## config.mk

```make
export PLATFORM = sky130hd
export DESIGN_NAME = ma_label_mf_rx
export DESIGN_NICKNAME = d
export VERILOG_FILES = /design/src/rtl/ma_rx_pkg.sv /design/src/rtl/ma_integ.sv /design/src/rtl/mf_collect.sv /design/src/rtl/ma_label_mf_rx.sv
export SDC_FILE = /design/constraint.sdc
export NUM_CORES = 1
export LEC_CHECK = 0
export BUFFER_PORTS_ARGS = -buffer_cell sky130_fd_sc_hd__buf_2
export CORE_MARGIN = 2
export CORE_UTILIZATION = 60
export CTS_BUF_LIST = sky130_fd_sc_hd__clkbuf_4
export CTS_CLUSTER_DIAMETER = 30
export CTS_CLUSTER_SIZE = 8
export DETAILED_ROUTE_END_ITERATION = 8
export PLACE_DENSITY = 0.85
export SYNTH_ARGS = -nofsm -noshare
export SYNTH_HDL_FRONTEND = slang
export SYNTH_HIERARCHICAL = 1
export SYNTH_SLANG_ARGS = --single-unit
```

## constraint.sdc

```tcl
create_clock -name clk -period 3.8 [get_ports clk]
set_input_delay 0.76 -clock clk [delete_from_list [all_inputs] [get_ports clk]]
set_output_delay 0.76 -clock clk [all_outputs]
set_load 0.02 [all_outputs]
```

## src/rtl/ma_rx_pkg.sv

```systemverilog
package ma_rx_pkg;
  localparam int MA_W   = 8;
  localparam int LBL_W  = 3;
  localparam int MF_LEN = 4;
  localparam int PH_W   = $clog2(MF_LEN);

  typedef logic [LBL_W-1:0] label_t;

  // 000 and 001 are special: 000 only agrees with 000, 001 agrees with any non-000.
  function automatic logic label_mismatch(label_t want, label_t got);
    if (want == '0 || got == '0)
      return want != got;
    else if (want == label_t'(1) || got == label_t'(1))
      return 1'b0;
    else
      return want != got;
  endfunction
endpackage

```

## src/rtl/ma_integ.sv

```systemverilog
module ma_integ #(
  parameter int W     = 3,
  parameter int RUN_N = 5
) (
  input  logic         clk,
  input  logic         rst_n,
  input  logic         stb,
  input  logic [W-1:0] din,
  output logic [W-1:0] cand,
  output logic         held
);
  localparam int CW = $clog2(RUN_N + 1);
  logic [CW-1:0] run;

  always_ff @(posedge clk) begin
    if (!rst_n) begin
      cand <= '0;
      run  <= '0;
      held <= 1'b0;
    end else if (stb) begin
      if (din != cand) begin
        cand <= din;
        run  <= CW'(1);
        held <= (RUN_N == 1);
      end else if (run < CW'(RUN_N)) begin
        run <= run + CW'(1);
        if (run == CW'(RUN_N - 1)) held <= 1'b1;
      end
    end
  end
endmodule

```

## src/rtl/mf_collect.sv

```systemverilog
module mf_collect
  import ma_rx_pkg::*;
(
  input  logic              clk,
  input  logic              rst_n,
  input  logic              en,
  input  logic              stb,
  input  logic [PH_W-1:0]   phase,
  input  logic              bit_in,
  output logic              commit,
  output logic [MF_LEN-1:0] word
);
  logic [PH_W-1:0]   nxt;
  logic [MF_LEN-1:0] acc;
  localparam logic [PH_W-1:0] LAST = PH_W'(MF_LEN - 1);

  always_ff @(posedge clk) begin
    if (!rst_n) begin
      nxt    <= '0;
      acc    <= '0;
      word   <= '0;
      commit <= 1'b0;
    end else begin
      commit <= 1'b0;
      if (!en) begin
        nxt <= '0;
      end else if (stb) begin
        if (phase == nxt) begin
          acc[LAST - phase] <= bit_in;
          if (phase == LAST) begin
            word   <= {acc[MF_LEN-1:1], bit_in};
            commit <= 1'b1;
            nxt    <= '0;
          end else begin
            nxt <= phase + PH_W'(1);
          end
        end else if (phase == '0) begin
          acc[LAST] <= bit_in;
          nxt       <= PH_W'(1);
        end else begin
          nxt <= '0;
        end
      end
    end
  end
endmodule

```

## src/rtl/ma_label_mf_rx.sv

```systemverilog
module ma_label_mf_rx
  import ma_rx_pkg::*;
#(
  parameter int INTEG_N  = 5,
  parameter int UNSTAB_N = 8
) (
  input  logic        clk,
  input  logic        rst_n,
  input  logic        ma_valid,
  output logic        ma_ready,
  input  logic [7:0]  ma_data,
  input  logic [2:0]  exp_label,
  input  logic        mf_mode,
  input  logic        pt_chg_clr,
  input  logic        mf_chg_clr,
  output logic [2:0]  pt_value,
  output logic        pt_chg,
  output logic        pt_unstable,
  output logic        pt_mismatch,
  output logic [3:0]  mf_value,
  output logic        mf_chg
);
  localparam int UW = $clog2(UNSTAB_N + 1);

  logic         stb, frm_q;
  label_t       pt_cand, mf_cand;
  logic         pt_held, pt_held_q, mf_held, mf_held_q;
  logic         pt_rise, mf_rise;
  logic         col_commit;
  logic [3:0]   col_word;
  logic         mf_store;
  logic [3:0]   mf_new;
  logic [UW-1:0] ucnt;

  assign ma_ready = 1'b1;
  assign stb      = ma_valid & ma_ready;

  ma_integ #(.W(LBL_W), .RUN_N(INTEG_N)) u_pt_integ (
    .clk(clk), .rst_n(rst_n), .stb(stb), .din(ma_data[5:3]),
    .cand(pt_cand), .held(pt_held)
  );

  ma_integ #(.W(LBL_W), .RUN_N(INTEG_N)) u_mf_integ (
    .clk(clk), .rst_n(rst_n), .stb(stb), .din(ma_data[2:0]),
    .cand(mf_cand), .held(mf_held)
  );

  mf_collect u_mf_col (
    .clk(clk), .rst_n(rst_n), .en(mf_mode), .stb(stb),
    .phase(ma_data[2:1]), .bit_in(ma_data[0]),
    .commit(col_commit), .word(col_word)
  );

  assign pt_rise  = pt_held & ~pt_held_q;
  assign mf_rise  = mf_held & ~mf_held_q;
  assign mf_store = mf_mode ? col_commit : mf_rise;
  assign mf_new   = mf_mode ? col_word : {1'b0, mf_cand};

  always_ff @(posedge clk) begin
    if (!rst_n) begin
      pt_held_q <= 1'b0;
      mf_held_q <= 1'b0;
      frm_q     <= 1'b0;
    end else begin
      pt_held_q <= pt_held;
      mf_held_q <= mf_held;
      frm_q     <= stb;
    end
  end

  // Payload label store with sticky change flag
  always_ff @(posedge clk) begin
    if (!rst_n) begin
      pt_value <= '0;
      pt_chg   <= 1'b0;
    end else if (pt_rise && pt_cand != pt_value) begin
      pt_value <= pt_cand;
      pt_chg   <= 1'b1;
    end else if (pt_chg_clr) begin
      pt_chg <= 1'b0;
    end
  end

  // Frames without a persistent label
  always_ff @(posedge clk) begin
    if (!rst_n) begin
      ucnt        <= '0;
      pt_unstable <= 1'b0;
    end else if (frm_q) begin
      if (pt_held) begin
        ucnt        <= '0;
        pt_unstable <= 1'b0;
      end else if (ucnt < UW'(UNSTAB_N)) begin
        ucnt <= ucnt + UW'(1);
        if (ucnt == UW'(UNSTAB_N - 1)) pt_unstable <= 1'b1;
      end
    end
  end

  // Multiframe / timing value store
  always_ff @(posedge clk) begin
    if (!rst_n) begin
      mf_value <= '0;
      mf_chg   <= 1'b0;
    end else if (mf_store && mf_new != mf_value) begin
      mf_value <= mf_new;
      mf_chg   <= 1'b1;
    end else if (mf_chg_clr) begin
      mf_chg <= 1'b0;
    end
  end

  assign pt_mismatch = label_mismatch(exp_label, pt_value);
endmodule

```

======== Word-level counts from Yosys, hierarchy flattened ========
Cells that the tools add are included.
storage, ports and cells
  bits in registers ....................... 42
  output and inout bits ................... 12
operators by class
  magnitude comparators ................... 5
  mux-type cells .......................... 32
  bitwise logic cells ..................... 4
  add/subtract/negate cells ............... 5
  reduce and logical (&&, ||, !) cells .... 30
  eq/ne operators ......................... 12
operator list
  kind                 count
  $mux 1               21
  $reduce_bool 2->1    9
  $reduce_and 3->1     5
  $mux 3               4
  $mux 4               3
  $ne 3x3->1           4
  $reduce_and 2->1     6
  $reduce_and 4->1     2
  $add 3x1->3 const B  2
  $eq 3x1->1 const B   2
  $eq 3x3->1 const B   2
  $logic_not 3->1      2
  $lt 3x3->1 const B   2
  $add 4x1->4 const B  1
  $bwmux 4             1
  $eq 4x3->1 const B   1
  $lt 4x4->1 const B   1
  $mux 2               2
  $ne 4x4->1           1
  $logic_and 1x1->1    3
  $lt 2x3->1 const B   1
  $add 2x1->2 const B  1
  $and 1x1->1          2
  $demux 1 s2          1
  other kinds (7)      9

======== Depth between registers and ports, before layout ========
  depth in word-level cells ............... 7
  depth in mapped cells ................... 5
  depth with buffers taken out ............ 5

======== Modules after synthesis ========
Netlist, hierarchy kept.
by module, submodules not included
  module          sequential area each (um^2)  cells each  area each (um^2)  times used
  ma_label_mf_rx  340.3                        101         913.4             1
  ma_integ        140.1                        38          395.4             2
  mf_collect      200.2                        61          544.3             1

======== Least setup slack after synthesis ========
No wires, ideal clock.
  path type ............................... input port to output port
  start ................................... input port exp_label[0]
  end ..................................... output port pt_mismatch
  data arrival time ....................... 1.771 ns
  buffers on the path ..................... 0
  stages on the path ...................... 4
  setup slack ............................. 1.269 ns
  cell sequence ........................... xnor2_1 a31oi_1 o21ai_0 a222oi_1
between the ends
  cells in the longest elaborated chain, start to end .. 4
ends and longest elaborated chain
  item              RTL line              RTL
  from (decl)       ma_label_mf_rx.sv:12  input logic [2:0] exp_label,
  $eq 3x1->1        ma_rx_pkg.sv:13       else if (want == label_t'(1) || got == label_t'(1))
  $logic_or 1x1->1  ma_rx_pkg.sv:13
  $mux 1            ma_rx_pkg.sv:13
  $mux 1 (*)        ma_rx_pkg.sv:11       if (want == '0 || got == '0)
  to (decl)         ma_label_mf_rx.sv:19  output logic pt_mismatch,
Mark *: on every way between the ends. The rest lies on a longest branch, timed or not.

======== Final worst setup path ========
Same ends and word-level chain as after synthesis.

==> results.yml <==
timing:
  skew_ns: 0.0129
  fin_crit_sh: 0.685
  finalSetupTns_ns: 0
  relSlewSlack: 0.584
  worstMarginPinSlew_ns: 0.624
  hold_viol_final: 0
  setup_viol: 0
  drv_slew: 0
  fmax_ghz: 0.384
  rsz0062_at_grt: "false"
  post-route-min-period_ns: 2.60
clock_tree:
  root_buffer: "clkbuf_4"
  cts_tree: "done"
  cts_resized: 0
  clock_latency_ns: 0.36
  cts_setup_buffers: 0
  cts_hold_buf: 0
  cts_made_buffers: 5
  cts_buffer_depth: 2
  clk_pin_slew_ns: 0.10
  htree_levels: 2
  cts.sinks: 41
detailed_routing:
  postRouteAntennaNets: 0
  avgRoutedWirePerCell_um: 13.6
  drc_errors: 0
  drt_iter0_markers: 90
  viasPerCell: 5.92
  wl_mm: 4.23
  drt-pass1-iter-count: 4
  num_vias: 1834
synth:
  synth.avg_cell_area_um2: 9.45
  syn_nets: 264
  ys_types: 49
  synth_xor_area_frac: 0.0902
  ys_ff_latch: 41
  synth_edf_count: 0
  synth_simple_gate_area_frac: 0.191
  ys_warn_count: 6
  postSynthCellCount: 238
  synth_fa_ha_area_frac: 0.0501
  synth_seq_area_share: 0.365
  synthArstFlopShare: 0
  synth-compound-area-share: 0.189
  synth_top_family_by_area: "simple AND/OR/NAND/NOR gates"
  syn_area_um2: 2250
  ys.flop_type: "dfxtp_1"
  muxShareOfSynthArea: 0.0595
global_routing:
  antenna_found_initial: 0
  grt_usage: 0.215
  grt_max_degree: 34
  grt_pass1_wl_mm: 7.07
  overflow: 0
  first_global_vias: 1711
placement:
  dp.cells: 302
  gp_routability_congestion: 0.800
  io_buffers: 25
  dp_hpwl_mm: 3.14
cells_and_area:
  n_antenna_cell: 0
  final_common_cell: "dfxtp_1"
  final_layout_size_suffix_gt1_frac: 0.187
  instances_no_fill: 310
  mostFrequentLayoutCells: "41 x dfxtp_1, 25 x buf_2, 14 x nor2_1"
  syn2layout_area_growth_pct: 8.90
  nets: 287
  fin_util: 0.674
pwr:
  powerDensity_nw_per_um2: 339
  p_leak_nw: 1.01
  p_total_mw: 0.830
  ir_drop_v: 0.000148
hold_path:
  hold_class: "reg2reg"
die:
  placeableCoreArea_um2: 3630
  io_pins: 29
  dieArea_um2: 4250
  initial_core_util: 0.619
  rows: 22
  die_h_um: 65.2
  dieWidth_um: 65.2
worst_setup_path:
  end_kind: "output pin"
  start_kind: "input port"
  cp_max_fo: 6
  cp.arrival_ns: 1.84
  required_ns: 3.04
  critPathKind: "in2out"
job:
  max_cap_violations: 0
run_status:
  status: "finished, final reports clean"
==> cell usage after synthesis, types with 2 or more instances <==
library cell / count / area share
nand4_1: 6 / 0.017
and4_1: 2 / 0.0078
o311ai_0: 2 / 0.0078
buf_2: 3 / 0.0067
nand2b_1: 3 / 0.0083
buf_6: 3 / 0.015
o211ai_1: 2 / 0.0067
a21oi_1: 4 / 0.0089
xnor2_2: 6 / 0.043
o211a_1: 2 / 0.0089
inv_1: 13 / 0.022
o21ai_0: 10 / 0.022
and4_2: 2 / 0.0089
o31ai_1: 5 / 0.017
inv_2: 2 / 0.0033
a211oi_1: 2 / 0.0067
o221a_1: 2 / 0.010
nand3_1: 7 / 0.016
a2111oi_2: 2 / 0.013
nor4_1: 2 / 0.0056
nor2_1: 14 / 0.023
xor2_1: 5 / 0.019
ha_1: 9 / 0.050
a21boi_0: 5 / 0.017
or3_1: 5 / 0.014
a41oi_1: 4 / 0.016
a31oi_1: 5 / 0.014
clkbuf_1: 2 / 0.0033
o41ai_1: 3 / 0.012
mux2i_1: 12 / 0.053
and2_1: 5 / 0.014
a32oi_1: 3 / 0.012
xnor2_1: 7 / 0.027
nor2b_1: 12 / 0.033
dfxtp_1: 41 / 0.37
nand3_2: 2 / 0.0089
nand2_1: 12 / 0.020
==> flip-flops by register name, indices dropped and copies added (netlist names), 2 cells and up <==
register and count:
u_mf_col/nxt 2, pt_value 3, u_mf_col/word 4, u_pt_integ/cand 3, u_pt_integ/run 3, mf_value 4
u_mf_integ/run 3, u_mf_integ/cand 3, u_mf_col/acc 3, ucnt 4
==> area by class of cell <==
type | instances | area, um2
clock inverter | 2 | 33.8
fill | 318 | 1180
tap | 48 | 60.1
sequential | 41 | 821
timing repair buffer | 25 | 125
multi-input combinational | 173 | 1310
clock buffer | 6 | 45.0
inverter | 15 | 56.3
==> stage by stage <==
stage               hold slack (ns)  area [um2]  worst slack (ns)
finish                        0.484        2450              1.20
global route                  0.516        2450              1.06
CTS                           0.485        2450              1.19
detailed placement            0.470        2370              1.19
global placement              0.446        2370              1.24
floorplan                     0.452        2250              1.27
==> cells by family (layout without fill, tap and decap cells) <==
family                     after synthesis  after routing
and+or+nand+nor                         76             76
other                                    1              1
adders and majority gates                9              9
muxes                                   13             13
DFF                                     41             41
xor gates and xnor gates                18             18
buffers and inverters                   24             48
AOI/OAI and AO/OA                       56             56
==> worst max-delay path, stage by stage <==
cell and delay (ns):
buf_2 0.14, xnor2_1 0.12, a31oi_1 0.18, o21ai_0 0.09, a222oi_1 0.33, buf_2 0.22
==> per-layer routing <==
metal / vias to the layer above / wire length, um / GRT usage
met4: 0 / 50 / 0.0990
met3: 6 / 194 / 0.0582
met1: 870 / 1790 / 0.233
met5: - / 0 / 0
li1: 917 / - / -
met2: 41 / 2190 / 0.388
==> final timing paths <==
path	startpoint	to	slack [ns]	depth (start not counted)
max	exp_label[0]	pt_mismatch	1.20	6
min	mf_chg$_SDFFE_PN0P_	mf_chg$_SDFFE_PN0P_	0.48	2
max reg2reg	u_mf_integ/cand[1]$_SDFFE_PN0P_	mf_value[3]$_SDFFE_PN0P_	2.35	4
min reg2reg	mf_chg$_SDFFE_PN0P_	mf_chg$_SDFFE_PN0P_	0.48	2
==> report_power, final <==
group / internal, mW / leakage (nW) / total (mW) / switching [mW]
sequential: 0.439 / 0.333 / 0.451 / 0.0119
combinational: 0.0409 / 0.636 / 0.0966 / 0.0557
clock: 0.144 / 0.0433 / 0.283 / 0.139
No activity file was read; power rests on OpenSTA's default activity.
